### config.mk
export PLATFORM = sky130hd
export DESIGN_NAME = baud_tick_gen
export DESIGN_NICKNAME = d
export VERILOG_FILES = /design/src/rtl/baud_pkg.sv /design/src/rtl/bgen_div_shadow.sv /design/src/rtl/bgen_frac_acc.sv /design/src/rtl/bgen_tick_cnt.sv /design/src/rtl/baud_tick_gen.sv
export SDC_FILE = /design/constraint.sdc
export NUM_CORES = 1
export LEC_CHECK = 0
export ABC_AREA = 1
export BUFFER_PORTS_ARGS = -buffer_cell sky130_fd_sc_hd__buf_2
export CORE_MARGIN = 4
export CORE_UTILIZATION = 28
export DETAILED_ROUTE_END_ITERATION = 6
export HOLD_SLACK_MARGIN = 0.1
export SLEW_MARGIN = 20
export SYNTH_ARGS = -nofsm -noshare
export SYNTH_HDL_FRONTEND = slang
export SYNTH_HIERARCHICAL = 1
export SYNTH_SLANG_ARGS = --single-unit
export TNS_END_PERCENT = 5
### constraint.sdc
create_clock -name clk -period 2.8 [get_ports clk]
set_input_delay 0.14 -clock clk [delete_from_list [all_inputs] [get_ports clk]]
set_output_delay 0.14 -clock clk [all_outputs]
set_load 0.01 [all_outputs]
### src/rtl/baud_pkg.sv
package baud_pkg;

    localparam int DEF_INT_W  = 16;
    localparam int DEF_FRAC_W = 6;

    typedef enum logic [1:0] {
        GEN_IDLE = 2'd0,
        GEN_RUN  = 2'd1,
        GEN_BAD  = 2'd2
    } gen_mode_e;

    // A divisor is usable unless its whole part is zero, or the whole part
    // is at its maximum and a fraction would push it past the range.
    function automatic logic div_legal(input logic [31:0] whole,
                                       input logic [31:0] frac,
                                       input int          whole_w);
        logic [31:0] whole_max;
        whole_max = (32'd1 << whole_w) - 32'd1;
        return !((whole == 32'd0) || ((whole == whole_max) && (frac != 32'd0)));
    endfunction

endpackage

### src/rtl/bgen_div_shadow.sv
module bgen_div_shadow #(
    parameter int INT_W  = baud_pkg::DEF_INT_W,
    parameter int FRAC_W = baud_pkg::DEF_FRAC_W
) (
    input  logic              clk,
    input  logic              rst,
    input  logic              busy_i,
    input  logic [INT_W-1:0]  int_i,
    input  logic [FRAC_W-1:0] frac_i,
    output logic [INT_W-1:0]  int_o,
    output logic [FRAC_W-1:0] frac_o,
    output logic              reload_o,
    output logic              bad_o
);
    logic [INT_W-1:0]  int_q;
    logic [FRAC_W-1:0] frac_q;
    logic              differs;

    assign differs  = (int_i != int_q) || (frac_i != frac_q);
    assign reload_o = differs && !busy_i;

    always_ff @(posedge clk) begin
        if (rst) begin
            int_q  <= '0;
            frac_q <= '0;
        end else if (reload_o) begin
            int_q  <= int_i;
            frac_q <= frac_i;
        end
    end

    assign int_o  = int_q;
    assign frac_o = frac_q;
    assign bad_o  = !baud_pkg::div_legal(32'(int_q), 32'(frac_q), INT_W);

    // the active divisor never moves while a character is in flight
    assert_hold_busy_R5: assert property (@(posedge clk) disable iff (rst)
        busy_i |=> ($stable(int_q) && $stable(frac_q)));

endmodule

### src/rtl/bgen_frac_acc.sv
module bgen_frac_acc #(
    parameter int FRAC_W = baud_pkg::DEF_FRAC_W
) (
    input  logic              clk,
    input  logic              rst,
    input  logic              clr_i,
    input  logic              adv_i,
    input  logic [FRAC_W-1:0] frac_i,
    output logic              carry_o
);
    logic [FRAC_W-1:0] acc_q;
    logic [FRAC_W:0]   sum;

    assign sum     = {1'b0, acc_q} + {1'b0, frac_i};
    assign carry_o = sum[FRAC_W];

    always_ff @(posedge clk) begin
        if (rst || clr_i) begin
            acc_q <= '0;
        end else if (adv_i) begin
            acc_q <= sum[FRAC_W-1:0];
        end
    end

    // the fraction accumulates only on a pulse
    assert_acc_only_on_tick_R6: assert property (@(posedge clk) disable iff (rst)
        (!adv_i && !clr_i) |=> $stable(acc_q));

    // taking in a divisor empties the accumulator
    assert_acc_clear_R7: assert property (@(posedge clk) disable iff (rst)
        clr_i |=> (acc_q == '0));

endmodule

### src/rtl/bgen_tick_cnt.sv
module bgen_tick_cnt #(
    parameter int INT_W = baud_pkg::DEF_INT_W
) (
    input  logic             clk,
    input  logic             rst,
    input  logic             run_i,
    input  logic [INT_W-1:0] int_i,
    input  logic             stretch_i,
    output logic             hit_o
);
    localparam int TW = INT_W + 1;

    logic [INT_W-1:0] cnt_q;
    logic [TW-1:0]    last;

    // Last count of this period: whole part minus one, plus a stretch cycle.
    assign last  = {1'b0, int_i} - TW'(1) + TW'(stretch_i);
    assign hit_o = run_i && ({1'b0, cnt_q} == last);

    always_ff @(posedge clk) begin
        if (rst || !run_i || hit_o) begin
            cnt_q <= '0;
        end else begin
            cnt_q <= cnt_q + INT_W'(1);
        end
    end

    // the count never passes the end of the current period
    assert_cnt_bound_R6: assert property (@(posedge clk) disable iff (rst)
        run_i |-> ({1'b0, cnt_q} <= last));

    // a stopped generator restarts from zero
    assert_cnt_clear_R8: assert property (@(posedge clk) disable iff (rst)
        !run_i |=> (cnt_q == '0));

endmodule

### src/rtl/baud_tick_gen.sv
module baud_tick_gen #(
    parameter int INT_W  = baud_pkg::DEF_INT_W,
    parameter int FRAC_W = baud_pkg::DEF_FRAC_W
) (
    input  logic              clk,
    input  logic              rst,
    input  logic              enable_i,
    input  logic              char_busy_i,
    input  logic [INT_W-1:0]  div_int_i,
    input  logic [FRAC_W-1:0] div_frac_i,
    output logic              tick_o,
    output logic              div_bad_o
);
    import baud_pkg::*;

    logic [INT_W-1:0]  act_int;
    logic [FRAC_W-1:0] act_frac;
    logic              reload;
    logic              bad;
    logic              carry;
    logic              hit;
    logic              run;
    logic              tick_q;
    gen_mode_e         mode;

    bgen_div_shadow #(.INT_W(INT_W), .FRAC_W(FRAC_W)) u_shadow (
        .clk      (clk),
        .rst      (rst),
        .busy_i   (char_busy_i),
        .int_i    (div_int_i),
        .frac_i   (div_frac_i),
        .int_o    (act_int),
        .frac_o   (act_frac),
        .reload_o (reload),
        .bad_o    (bad)
    );

    always_comb begin
        if (bad)            mode = GEN_BAD;
        else if (!enable_i) mode = GEN_IDLE;
        else                mode = GEN_RUN;
    end

    // A divisor being taken in this cycle suppresses counting and any pulse.
    assign run = (mode == GEN_RUN) && !reload;

    bgen_frac_acc #(.FRAC_W(FRAC_W)) u_acc (
        .clk     (clk),
        .rst     (rst),
        .clr_i   (!run),
        .adv_i   (hit),
        .frac_i  (act_frac),
        .carry_o (carry)
    );

    bgen_tick_cnt #(.INT_W(INT_W)) u_cnt (
        .clk       (clk),
        .rst       (rst),
        .run_i     (run),
        .int_i     (act_int),
        .stretch_i (carry),
        .hit_o     (hit)
    );

    always_ff @(posedge clk) begin
        if (rst) tick_q <= 1'b0;
        else     tick_q <= hit;
    end

    assign tick_o    = tick_q;
    assign div_bad_o = bad;

    // no pulse is ever seen alongside an invalid divisor
    assert_no_tick_bad_R3: assert property (@(posedge clk) disable iff (rst)
        !(tick_o && div_bad_o));

    // a pulse follows only a cycle in which generation was enabled
    assert_tick_needs_enable_R8: assert property (@(posedge clk) disable iff (rst)
        !enable_i |=> !tick_o);

endmodule

# Yosys cells after proc, flatten, opt, wreduce, memory -nomap -nowiden
# Cells that the tools add are included.
[op_classes]
add_sub_neg = 4
n_eq_ne = 5
muxes = 2
reduce_logical = 13
[ops]
columns = ["cell", "count"]
rows = [
  ["17-bit by 1-bit adder with 17-bit output", 1],
  ["16-bit by 17-bit equality test with 1-bit output", 1],
  ["16-bit by 1-bit subtractor with 17-bit output, second input constant", 1],
  ["16-bit by 1-bit adder with 16-bit output, second input constant", 1],
  ["16-bit equality test, second input constant", 1],
  ["16-bit zero test", 1],
  ["16-bit inequality test", 1],
  ["6-bit by 6-bit adder with 7-bit output", 1],
  ["6-bit inequality test", 1],
  ["6-bit nonzero test", 1],
  ["1-bit logical AND", 4],
  ["1-bit logical OR", 4],
  ["1-bit zero test", 3],
  ["2-bit by 1-bit equality test with 1-bit output, second input constant", 1],
  ["2-bit two-way mux", 1],
  ["1-bit two-way mux", 1],
]
[word_totals]
out_inout_bits = 2
word_cells = 29
inputBits = 26
register_bits = 45

# Longest topological paths before layout
# Gate-level depths: netlist (run 1).
[logic_depth]
ltp_word = 9
mapped_depth = 26
mapped_depth_nobuf = 25

# Modules after synthesis
# Netlist (run 1), hierarchy kept.
[modules_own_cells]
columns = ["mod", "cells_per_inst", "seq_area_each_um2", "area_per_inst_um2", "instances"]
rows = [
  ["bgen_div_shadow", 263, 440.4, 1585.3, 1],
  ["bgen_tick_cnt", 238, 320.3, 1451.4, 1],
  ["bgen_frac_acc", 68, 120.1, 460.4, 1],
  ["baud_tick_gen", 7, 20.0, 48.8, 1],
]

# Least setup slack after synthesis (run 1)
# No wires, ideal clock.
[synth_timing]
path_kind = "flip-flop to flip-flop"
start = "register u_shadow.frac_q[0], in the netlist u_shadow/frac_o[0]"
end = "register u_acc.acc_q[2]"
period_less_slack_ns = 3.091
setup_ns = 0.113
path_slack_ns = -0.291
path_stages_with_launch = 26
required_time_ns = 2.687
arrival_ns = 2.978
cell_sequence = "dfxtp_1 ha_1 inv_1 fa_1 nand3b_1 nand2_1 a21oi_1 o21bai_1 inv_1 ha_1 ha_1 inv_1 nand2_1 nand3_1 nand2_1 inv_1 nand2_1 nor2_1 nand3_1 nor2_2 nand2_2 inv_1 buf_4 inv_1 o21ai_1 inv_1"
[synth_lines]
columns = ["item", "line", "source"]
rows = [
  ["start, declared", "bgen_div_shadow.sv:16", "logic [FRAC_W-1:0] frac_q;"],
  ["start signal, assigned", "bgen_div_shadow.sv:28", "frac_q <= frac_i;"],
  ["6-bit by 6-bit adder with 7-bit output", "bgen_frac_acc.sv:14", "assign sum = {1'b0, acc_q} + {1'b0, frac_i};"],
  ["net carry", "baud_tick_gen.sv:20", "logic carry;"],
  ["17-bit by 1-bit adder with 17-bit output", "bgen_tick_cnt.sv:17", "assign last = {1'b0, int_i} - TW'(1) + TW'(stretch_i);"],
  ["16-bit by 17-bit equality test with 1-bit output", "bgen_tick_cnt.sv:18", "assign hit_o = run_i && ({1'b0, cnt_q} == last);"],
  ["1-bit logical AND", "bgen_tick_cnt.sv:18", ""],
  ["net hit", "baud_tick_gen.sv:21", "logic hit;"],
  ["end signal, assigned", "bgen_frac_acc.sv:21", "acc_q <= sum[FRAC_W-1:0];"],
  ["end, declared", "bgen_frac_acc.sv:11", "logic [FRAC_W-1:0] acc_q;"],
]
# The timed path passes the listed nets, and every way through them passes these cells.
# A chain may end at the register's enable or synchronous reset.

# Final worst setup path (run 1)
[layout_timing]
start = "register u_acc.acc_q[0]"
end = "register u_cnt.cnt_q[2]"
[layout_via]
elab_chain_len = 5
[layout_lines]
columns = ["item", "line", "source"]
rows = [
  ["6-bit by 6-bit adder with 7-bit output", "bgen_frac_acc.sv:14", ""],
  ["net carry", "baud_tick_gen.sv:20", ""],
  ["17-bit by 1-bit adder with 17-bit output", "bgen_tick_cnt.sv:17", ""],
  ["16-bit by 17-bit equality test with 1-bit output", "bgen_tick_cnt.sv:18", ""],
  ["1-bit logical AND", "bgen_tick_cnt.sv:18", ""],
  ["1-bit logical OR", "bgen_tick_cnt.sv:21", "if (rst || !run_i || hit_o) begin"],
  ["end signal, assigned", "bgen_tick_cnt.sv:24", "cnt_q <= cnt_q + INT_W'(1);"],
  ["end, declared", "bgen_tick_cnt.sv:13", "logic [INT_W-1:0] cnt_q;"],
]
# The timed path passes the listed nets, and every way through them passes these cells.

==> results of run 1 <==
==> metrics by stage <==
step                worst slack [ps]  power, mW  cell area (sq um)    util
floorplan                     -35.85     0.9681               3592       -
global placement              -142.3      1.071               4006  0.3281
detailed placement            -176.1      1.072               4006  0.3281
CTS                           -120.1      1.869               4225  0.3460
global route                  -366.5      1.957               4253  0.3483
finish                        -141.9      1.852               4253  0.3483
==> placed cells by master, fill, tap and decap left out, types with 12 or more instances in the layout <==
cell type  netlist  final
inv_1           94     89
buf_4            4     24
nand3_1         31     31
buf_2            1     27
nand2_1        169    169
a21oi_1         30     30
nor2_1          77     76
dfxtp_1         45     43
nor2_2          18     19
nand3_2         17     17
xor2_1          12     12
xnor2_1         16     16
==> power by group through the flow <==
stage | Combinational [mW] | Clock, mW | Sequential [mW]
final | 0.368 | 0.789 | 0.696
after global routing | 0.425 | 0.832 | 0.700
after CTS | 0.366 | 0.808 | 0.696
after global placement | 0.360 | 0 | 0.711
after floorplan | 0.257 | 0 | 0.711
after detailed placement | 0.362 | 0 | 0.711
==> kinds of logic (layout without fill, tap and decap cells) <==
kind of cell             Yosys count  in the layout  share of synthesized area
adder cells (fa/ha/maj)           10             10                    0.03740
AND/OR/NAND/NOR                  344            344                     0.4506
flip-flops                        45             45                     0.2541
buffers and inverters            113            163                     0.1373
AO/OA/AOI/OAI                     36             36                    0.05152
XOR/XNOR                          28             28                    0.06916
==> area by class of cell <==
cell class                 count  area, sq um
clock inverter                 3        68.82
clock buffer                   5        125.1
multi-input combinational    418         2220
tap                          168        210.2
sequential                    45        903.4
fill                        1353         7959
timing repair inverter         1        5.005
inverter                     101        384.1
timing repair buffer          53        336.6
==> per-layer routing <==
layer / vias to the layer above / part of all wire
li1: 1854 / -
met1: 1513 / 0.52
met2: 37 / 0.44
met3: 7 / 0.028
met4: 0 / 0.013
met5: - / 0
==> critical path, cell delays in order, from the launching register on <==
cell and delay [ps]:
dfxtp_2 350, ha_4 140, inv_2 30, fa_2 330
nand3b_1 180, nand2_1 100, a21oi_1 60, o21bai_1 120
inv_1 80, ha_4 170, ha_4 260, inv_2 20
nand2_1 50, nand3_1 60, nor2_1 80, nand2_1 70
nor2_1 90, nand3_1 100, nor2_2 140, nand2_4 100
buf_6 130, nand2_8 120, nor2_1 50
==> flip-flops by register name (all words and copies together), names as in the netlist <==
| signal | count |
|---|---|
| u_cnt/cnt_q | 16 |
| u_shadow/frac_o | 6 |
| u_acc/acc_q | 6 |
| tick_o | 1 |
| u_shadow/int_o | 16 |
==> worst paths after layout <==
path	from	end	slack (ps)
hold reg to reg	u_cnt/cnt_q[0]$_SDFF_PP0_	u_cnt/cnt_q[0]$_SDFF_PP0_	490
setup / recovery	u_acc/acc_q[0]$_SDFFE_PP0P_	u_cnt/cnt_q[2]$_SDFF_PP0_	-140
hold / removal	div_int_i[4]	u_shadow/int_o[4]$_SDFFE_PP0P_	180
setup reg to reg	u_acc/acc_q[0]$_SDFFE_PP0P_	u_cnt/cnt_q[2]$_SDFF_PP0_	-140
==> timing repair <==
item | CTS | global route
pin swaps | 0 | 2
setup buffers | 0 | 1
gates resized for setup | 5 | 7
cloned | 0 | 1
setup endpoints to repair | 23 | 23
hold buffers | 1 | 0
hold endpoints to repair | 1 | 0
==> reports/results.tsv, run 1 <==
stage	metric	value	unit
run_status	outcome	finished with violations	
run_status	failing checks	negative setup slack	
clocking	Root Driver	clkbuf_16	
yosys	Synth top area share	0.2541	
timing	worst hold slack	182.8	ps
critical_path	crit path kind	flop to flop	
layout	area grow syn2layout	19.94	%
grt	met3 Track Usage GR	0.02198	
routing	drt drc	0	
yosys	Seq/Total Area, Yosys	0.2541	
power	Flop pwr share	0.376	
grt	met1 usage	0.1708	
yosys	Synth Area per Inst	6.156	sq um
critical_path	R2R cell count	22	
critical_path	WP data arrival	3130	ps
yosys	Synth Warn #	6	
timing	fmax	0.3399	GHz
clocking	Num CTS Buffers	5	
layout	Layout Cells excl Fill	794	
die	# IOs	28	
timing	fin crit period	2942	ps
grt	met2 GRT Util	0.1816	
clocking	Max Buffers Root-to-Sink	2	
clocking	clock-pin slew on the worst setup and hold paths	70	ps
routing	router iterations before antenna repair	5	
die	Die X	120.5	um
yosys	Yosys reg bits	45	
timing	Fin Setup TNS	-2684	ps
die	row cnt	40	
critical_path	crit end category	flop	
power	peak supply drop	0.2574	mV
placement	dpl cells	783	
placement	Buffers on Ports	27	
power	Power Dens Cells	435.5	mW/mm^2
yosys	Post-Syn Area	0.003546	sq mm
clocking	Skew-Pair Late Insertion Delay	300	ps
timing	Slew Limit Headroom	0.4677	
grt	GR peak layer	met2	
die	initial core utilization	0.2904	
critical_path	Worst EP required	2990	ps
timing	crit share post-route	1.051	
timing	# setup viols final	23	
yosys	top-count cell post-synth	nand2_1	
power	Gate power share	0.198	
routing	1st-iter DRT viols	182	
power	Static Leak	2.086	nW
grt	gr usage total	0.1193	
worst_hold_path	hold path depth	5	
routing	final WL	8.431	mm
grt	largest net degree at the start of global routing	45	
placement	routability cong.	0.7868	
clocking	CTS HTree Levels	2	
timing	final worst setup slack	-141.9	ps
timing	final count of hold timing violations	0	
timing	Least-Margin Pin Slew	797.6	ps
grt	initial antenna violation count	0	
routing	Final ANT Viol Nets	0	
critical_path	Critical Path Start Type	flop	
worst_hold_path	Hold Crit Class	primary input to flop	
grt	GRT Residual Overflow	0	
yosys	Post-Synthesis Cells	576	
routing	wire length per cell	10.62	um
power	Clock Power Share	0.426	
power	P_sw	0.5237	mW
yosys	Synth area leaders	dfxtp_1, nand2_1, inv_1	
routing	DR vias/cell	4.296	
power	Pint	1.328	mW
timing	Setup Skew	8.867	ps
job	max-cap viol count	0	
yosys	EDFF count, synth	0	
grt	vias in the first global route	2981	
placement	HPWL Detailed	6.407	mm
clocking	CTS tree	done	
yosys	top post-synthesis cells by count	nand2_1, inv_1, nor2_1	
yosys	top cell type by total area after synthesis	dfxtp_1	
routing	Vias	3411	
yosys	syn nets	612	
layout	share of layout cells above drive strength 1	0.1981	
die	Core ar.	0.01221	sq mm
layout	Antenna Diode Count	0	
timing	fin. max-slew vios	0	
power	switch share	0.2828	
yosys	number of library cell types mapped by synthesis	31	
clocking	Sink Count	45	
critical_path	worst-path maximum fanout	16	
timing	RSZ-0062 raised after global routing	yes	
yosys	top_reg_cell synth	dfxtp_1	
layout	NumNets Final	661	
die	die area	0.01453	sq mm
die	DIE HEIGHT	120.5	um
grt	first-pass GRT wire length	14.10	mm
yosys	Post-synth ARST share	0	
Power figures use the tool's default switching activity.
==> run 2: changes to the inputs <==
--- a/config.mk
+++ b/config.mk
@@ -7,8 +7,7 @@
 export LEC_CHECK = 0
 export ABC_AREA = 1
 export BUFFER_PORTS_ARGS = -buffer_cell sky130_fd_sc_hd__buf_2
-export CORE_MARGIN = 4
-export CORE_UTILIZATION = 28
+export CORE_UTILIZATION = 25
 export DETAILED_ROUTE_END_ITERATION = 6
 export HOLD_SLACK_MARGIN = 0.1
 export SLEW_MARGIN = 20
==> run 2 against run 1 <==
  * Die area increased by 0.93%
  * Count of clock-buffer cells in the layout increased by 1
  * Final cell count increased by 0.63%
  * Largest cell class unchanged
  * The flow still finishes with violations (negative setup slack)
  * Global-route usage increased by 0.34 points
==> reports/results.tsv, run 2 (synthesis gave the netlist of run 1 again) <==
stage	metric	value	unit
power	Static Leak	2.028	nW
clocking	clock-pin slew on the worst setup and hold paths	70	ps
power	peak supply drop	0.1987	mV
clocking	CTS tree	done	
power	P_sw	0.5115	mW
grt	met2 GRT Util	0.2014	
die	Core ar.	0.01388	sq mm
critical_path	critical path startpoint	u_acc/acc_q[0]$_SDFFE_PP0P_	
grt	GRT Residual Overflow	0	
critical_path	crit end category	flop	
die	Die X	121.1	um
routing	Vias	3311	
routing	final WL	8.363	mm
die	initial core utilization	0.2555	
routing	DR vias/cell	4.144	
power	Power Dens Cells	422.0	mW/mm^2
critical_path	R2R cell count	21	
die	DIE HEIGHT	121.1	um
grt	GR peak layer	met2	
layout	most common cell after layout, fill and taps aside	nand2_1	
layout	area grow syn2layout	18.00	%
clocking	Skew-Pair Late Insertion Delay	290	ps
layout	Antenna Diode Count	0	
clocking	Sink Count	45	
layout	share of layout cells above drive strength 1	0.1890	
power	switch share	0.2897	
routing	drt drc	0	
timing	fmax	0.3374	GHz
timing	Setup Skew	9.072	ps
critical_path	slowest stage delay, CP	350	ps
job	max-cap viol count	0	
layout	NumNets Final	654	
timing	final count of hold timing violations	0	
grt	vias in the first global route	3051	
routing	1st-iter DRT viols	150	
critical_path	cell chain of the critical path	ha_4 -> inv_2 -> fa_2 -> nand3b_1 -> nand2_2 -> a21oi_2 -> o21bai_1 -> inv_1 -> ha_4 -> ha_4 -> inv_2 -> nand2_1 -> nand3_1 -> nor2_1 -> nand2_1 -> nor2_1 -> nand3_1 -> nor2_2 -> nand2_4 -> nand2_4 -> nor2_1	
layout	most frequent cells in the layout	nand2_1, inv_1, nor2_1, dfxtp_1, nand3_1	
timing	# setup viols final	23	
timing	fin crit period	2964	ps
grt	met1 usage	0.1654	
placement	HPWL Detailed	6.309	mm
die	die area	0.01466	sq mm
worst_hold_path	Hold Crit Class	primary input to flop	
worst_hold_path	HP Start	div_int_i[14]	
critical_path	WP data arrival	3140	ps
run_status	failing checks	negative setup slack	
routing	wire length per cell	10.47	um
clocking	CTS HTree Levels	2	
clocking	Max Buffers Root-to-Sink	2	
worst_hold_path	hold path depth	5	
critical_path	Reg-to-Reg Start	u_acc/acc_q[0]$_SDFFE_PP0P_	
grt	met3 Track Usage GR	0.02162	
critical_path	Worst EP required	2980	ps
timing	Least-Margin Pin Slew	800.5	ps
die	row cnt	43	
grt	largest net degree at the start of global routing	45	
timing	fin. max-slew vios	0	
critical_path	crit path kind	flop to flop	
timing	crit share post-route	1.059	
timing	Slew Limit Headroom	0.4658	
critical_path	Critical Path Start Type	flop	
die	# IOs	28	
clocking	Num CTS Buffers	5	
power	Flop pwr share	0.396	
layout	Core Util, Final	0.3014	
grt	initial antenna violation count	0	
run_status	outcome	finished with violations	
placement	post-placement setup slack	-191.7	ps
grt	first-pass GRT wire length	14.30	mm
grt	gr usage total	0.1227	
placement	Buffers on Ports	27	
critical_path	worst-path maximum fanout	16	
routing	Final ANT Viol Nets	0	
placement	routability cong.	0.7778	
timing	final worst setup slack	-164.0	ps
timing	RSZ-0062 raised after global routing	yes	
clocking	Post CTS Setup Buffer Count	0	
critical_path	slowest CP cell	dfxtp_2	
routing	router iterations before antenna repair	4	
power	total power	1.765	mW
power	Pint	1.254	mW
clocking	Root Driver	clkbuf_16	
power	Gate power share	0.203	
power	Clock Power Share	0.401	
==> run 2: cell types whose count changed in the layout (fill, tap and decap cells not counted), sizes merged <==
| cell | previous run | this run |
|---|---|---|
| clkinvlp | 0 | 2 |
| bufinv | 2 | 1 |
| buf | 52 | 45 |
| clkbuf | 5 | 6 |
| clkinv | 2 | 0 |
==> run 2: through the flow <==
stage	std cells	hold slack, ps	area (sq um)	setup TNS [ps]
final	799	181.8	4184	-3268
after global routing	799	215.1	4184	-10050
after CTS	799	181.0	4178	-2770
after detailed placement	789	372.2	3976	-1996
after global placement	789	376.9	3976	-1141
after floorplan	576	211.2	3592	-36.13
==> run 2: cell type report <==
type | instances | area, sq um
Timing Repair Buffer | 46 | 280.3
Multi-Input combinational cell | 418 | 2210
Timing Repair inverter | 1 | 7.507
Inverter | 101 | 381.6
Fill cell | 1559 | 9697
Clock inverter | 2 | 37.54
Sequential cell | 45 | 903.4
Clock buffer | 6 | 138.9
Tap cell | 180 | 225.2
==> run 2: routing by layer <==
metal / vias to the layer above / wire length [um]
met5: - / 0
met4: 0 / 84
met3: 8 / 189
met2: 24 / 3754
met1: 1434 / 4334
li1: 1845 / -
==> run 2: repair_timing <==
item | 4_1_cts | 5_1_grt
cloned | 1 | 0
pin swaps | 1 | 3
endpoints found under the setup margin | 23 | 23
resized for setup | 6 | 2
endpoints found under the hold margin | 1 | 0
hold buffers | 1 | 0
==> run 2: final timing paths <==
check                                                       end  slack, ps
worst max-delay path                 u_cnt/cnt_q[15]$_SDFF_PP0_       -160
worst min-delay path            u_shadow/int_o[14]$_SDFFE_PP0P_        180
worst max register to register       u_cnt/cnt_q[15]$_SDFF_PP0_       -160
worst min register to register      u_acc/acc_q[0]$_SDFFE_PP0P_        480
==> run 2: critical path: cells and delay by family, from the launching register on <==
family	cells	cell delay, ps
compound gates	2	160
buf+inv	3	130
simple gates	12	1280
fa+ha+maj	4	890
flops	1	350
==> run 2: power groups by stage <==
stage                     combinational, mW  clock, mW  sequential [mW]
after floorplan                       0.257          0            0.711
after global placement                0.355          0            0.713
after detailed placement              0.354          0            0.713
after CTS                             0.360      0.727            0.699
after global routing                  0.410      0.754            0.704
final                                 0.358      0.709            0.699
==> run 3: changes to the inputs <==
==> constraint.sdc (replaced) <==
create_clock -name clk -period 2.62 [get_ports clk]
set_input_delay 0.131 -clock clk [delete_from_list [all_inputs] [get_ports clk]]
set_output_delay 0.131 -clock clk [all_outputs]
set_load 0.01 [all_outputs]
==> run 3 against run 2 <==
  * The run still ends with negative setup slack left
  * Die area did not move
  * Clock power barely moved
  * First-iteration DRC count rose by 22%
  * Count of clock-buffer cells in the layout fell by 1
  * Flip-flop and latch count did not move
  * Design area rose by 3.3%
  * Combinational power rose by 17%
  * Critical path depth rose by 1
  * Critical path type unchanged
==> reports/results.tsv, run 3 (synthesis gave the netlist of run 1 again) <==
stage	metric	value	unit
run_status	outcome	finished with violations	
run_status	failing checks	negative setup slack	
placement	HPWL Detailed	6.454	mm
critical_path	FF-to-FF End	u_cnt/cnt_q[11]$_SDFF_PP0_	
placement	routability cong.	0.7975	
routing	Final ANT Viol Nets	0	
critical_path	slowest CP cell	dfxtp_2	
grt	vias in the first global route	3206	
job	max-cap viol count	0	
layout	NumNets Final	671	
routing	wire length per cell	10.62	um
routing	drt drc	0	
power	Flop pwr share	0.393	
layout	Fillers	1580	
timing	Slew Limit Headroom	0.4847	
routing	router iterations before antenna repair	5	
power	Pint	1.323	mW
layout	area grow syn2layout	21.84	%
power	Static Leak	2.107	nW
timing	Setup Skew	5.215	ps
die	Die X	121.1	um
power	peak supply drop	0.2015	mV
power	Clock Power Share	0.381	
routing	1st-iter DRT viols	183	
die	die area	0.01466	sq mm
routing	Vias	3446	
timing	fmax	0.3398	GHz
power	P_sw	0.5384	mW
clocking	clock-pin slew on the worst setup and hold paths	60	ps
critical_path	crit end category	flop	
timing	crit share post-route	1.123	
grt	gr usage total	0.1236	
critical_path	Critical Path Start Type	flop	
placement	dpl cells	803	
worst_hold_path	hold path depth	5	
worst_hold_path	Hold Crit Class	primary input to flop	
critical_path	reg-to-reg slack, setup	-320	ps
layout	most frequent cells in the layout	nand2_1, inv_1, nor2_1, dfxtp_1, buf_4	
clocking	Root Driver	clkbuf_16	
die	row cnt	43	
critical_path	Reg-to-Reg Start	u_shadow/frac_o[0]$_SDFFE_PP0P_	
die	# IOs	28	
clocking	Num CTS Buffers	5	
timing	final count of hold timing violations	0	
die	initial core utilization	0.2555	
layout	most common cell after layout, fill and taps aside	nand2_1	
critical_path	slowest stage delay, CP	350	ps
critical_path	critical path's top delay family	simple AND/OR/NAND/NOR gates	
timing	final worst setup slack	-323.1	ps
worst_hold_path	Worst Hold End	u_shadow/frac_o[3]$_SDFFE_PP0P_	
clocking	Skew-Pair Late Insertion Delay	290	ps
critical_path	Worst EP required	2800	ps
power	total power	1.862	mW
critical_path	worst-path maximum fanout	8	
routing	DR vias/cell	4.228	
timing	RSZ-0062 raised after global routing	yes	
power	switch share	0.2892	
timing	fin crit period	2943	ps
layout	share of layout cells above drive strength 1	0.2079	
timing	fin. max-slew vios	0	
clocking	Max Buffers Root-to-Sink	2	
clocking	Sink Count	45	
die	Core ar.	0.01388	sq mm
routing	final WL	8.659	mm
timing	# setup viols final	23	
grt	largest net degree at the start of global routing	45	
layout	Antenna Diode Count	0	
critical_path	WP buf/inv	4	
power	Gate power share	0.225	
placement	post-placement setup slack	-334.6	ps
timing	Least-Margin Pin Slew	770.2	ps
timing	worst hold slack	186.2	ps
layout	Layout Cells excl Fill	815	
worst_hold_path	HP Start	div_frac_i[3]	
power	Power Dens Cells	430.9	mW/mm^2
grt	GRT Residual Overflow	0	
critical_path	crit path kind	flop to flop	
placement	Buffers on Ports	27	
clocking	CTS tree	done	
critical_path	R2R cell count	22	
die	DIE HEIGHT	121.1	um
grt	initial antenna violation count	0	
clocking	CTS HTree Levels	2	
critical_path	cell chain of the critical path	ha_4 -> inv_2 -> fa_2 -> nand3b_1 -> nand2_1 -> a21oi_2 -> o21bai_1 -> inv_1 -> ha_4 -> ha_4 -> inv_2 -> nand2_1 -> nand3_1 -> nor2_1 -> nand2_1 -> nor2_2 -> nand3_1 -> nor2_2 -> nand2_2 -> buf_6 -> nand2_8 -> nor2_2	
critical_path	WP data arrival	3130	ps
grt	first-pass GRT wire length	14.46	mm
layout	Core Util, Final	0.3112	
==> run 3: power groups by stage <==
stage | clock network [mW] | logic (mW) | registers (mW)
2_1_floorplan | 0 | 0.275 | 0.760
3_3_place_gp | 0 | 0.409 | 0.747
3_5_place_dp | 0 | 0.411 | 0.748
4_1_cts | 0.729 | 0.418 | 0.732
5_1_grt | 0.767 | 0.477 | 0.736
6_report | 0.710 | 0.420 | 0.732
==> run 3: layer usage <==
layer,global-route usage,vias up,share of wire
met2,0.2025,35,0.45
met4,0.03704,0,0.0091
li1,-,1875,-
met3,0.02209,5,0.027
met1,0.1642,1531,0.51
met5,0,-,0
==> run 3: layout make-up <==
type	count	area, sq um	share of cell area
Timing Repair Buffer	62	404.1	0.09354
Clock buffer	5	125.1	0.02896
Timing Repair inverter	1	5.005	0.001158
Inverter	101	384.1	0.08891
Clock inverter	2	35.03	0.008109
Sequential cell	45	903.4	0.2091
Tap cell	180	225.2	0.05213
Multi-Input combinational cell	419	2238	0.5181
==> run 3: repair_timing <==
item,CTS,global route
setup buffers,1,1
gates resized for setup,3,8
hold buffers,1,0
gates cloned,0,2
pin swaps,4,3
setup endpoints to repair,23,23
endpoints found under the hold margin,1,0
==> run 3: worst max-delay path by stage <==
stage,start,to,slack [ps],depth (start not counted)
floorplan,u_shadow/frac_o[0]$_SDFFE_PP0P_,u_acc/acc_q[2]$_SDFFE_PP0P_,-220,24
global placement,u_acc/acc_q[0]$_SDFFE_PP0P_,u_acc/acc_q[2]$_SDFFE_PP0P_,-300,21
detailed placement,u_acc/acc_q[0]$_SDFFE_PP0P_,u_acc/acc_q[2]$_SDFFE_PP0P_,-330,23
CTS,u_acc/acc_q[0]$_SDFFE_PP0P_,u_cnt/cnt_q[15]$_SDFF_PP0_,-290,22
global route,u_acc/acc_q[0]$_SDFFE_PP0P_,u_acc/acc_q[2]$_SDFFE_PP0P_,-600,25
finish,u_shadow/frac_o[0]$_SDFFE_PP0P_,u_cnt/cnt_q[11]$_SDFF_PP0_,-320,22
==> run 3: tightest hold or removal path, delay by kind of cell <==
family	cells	cell delay, ps
and+or+nand+nor	3	170
buffers and inverters	2	130
==> run 3: metrics by stage <==
stage	TNS (ps)	cell area, sq um
after global placement	-6374	4081
after detailed placement	-6834	4081
after global routing	-13410	4320
after floorplan	-2010	3592
final	-7016	4320
after CTS	-6219	4275
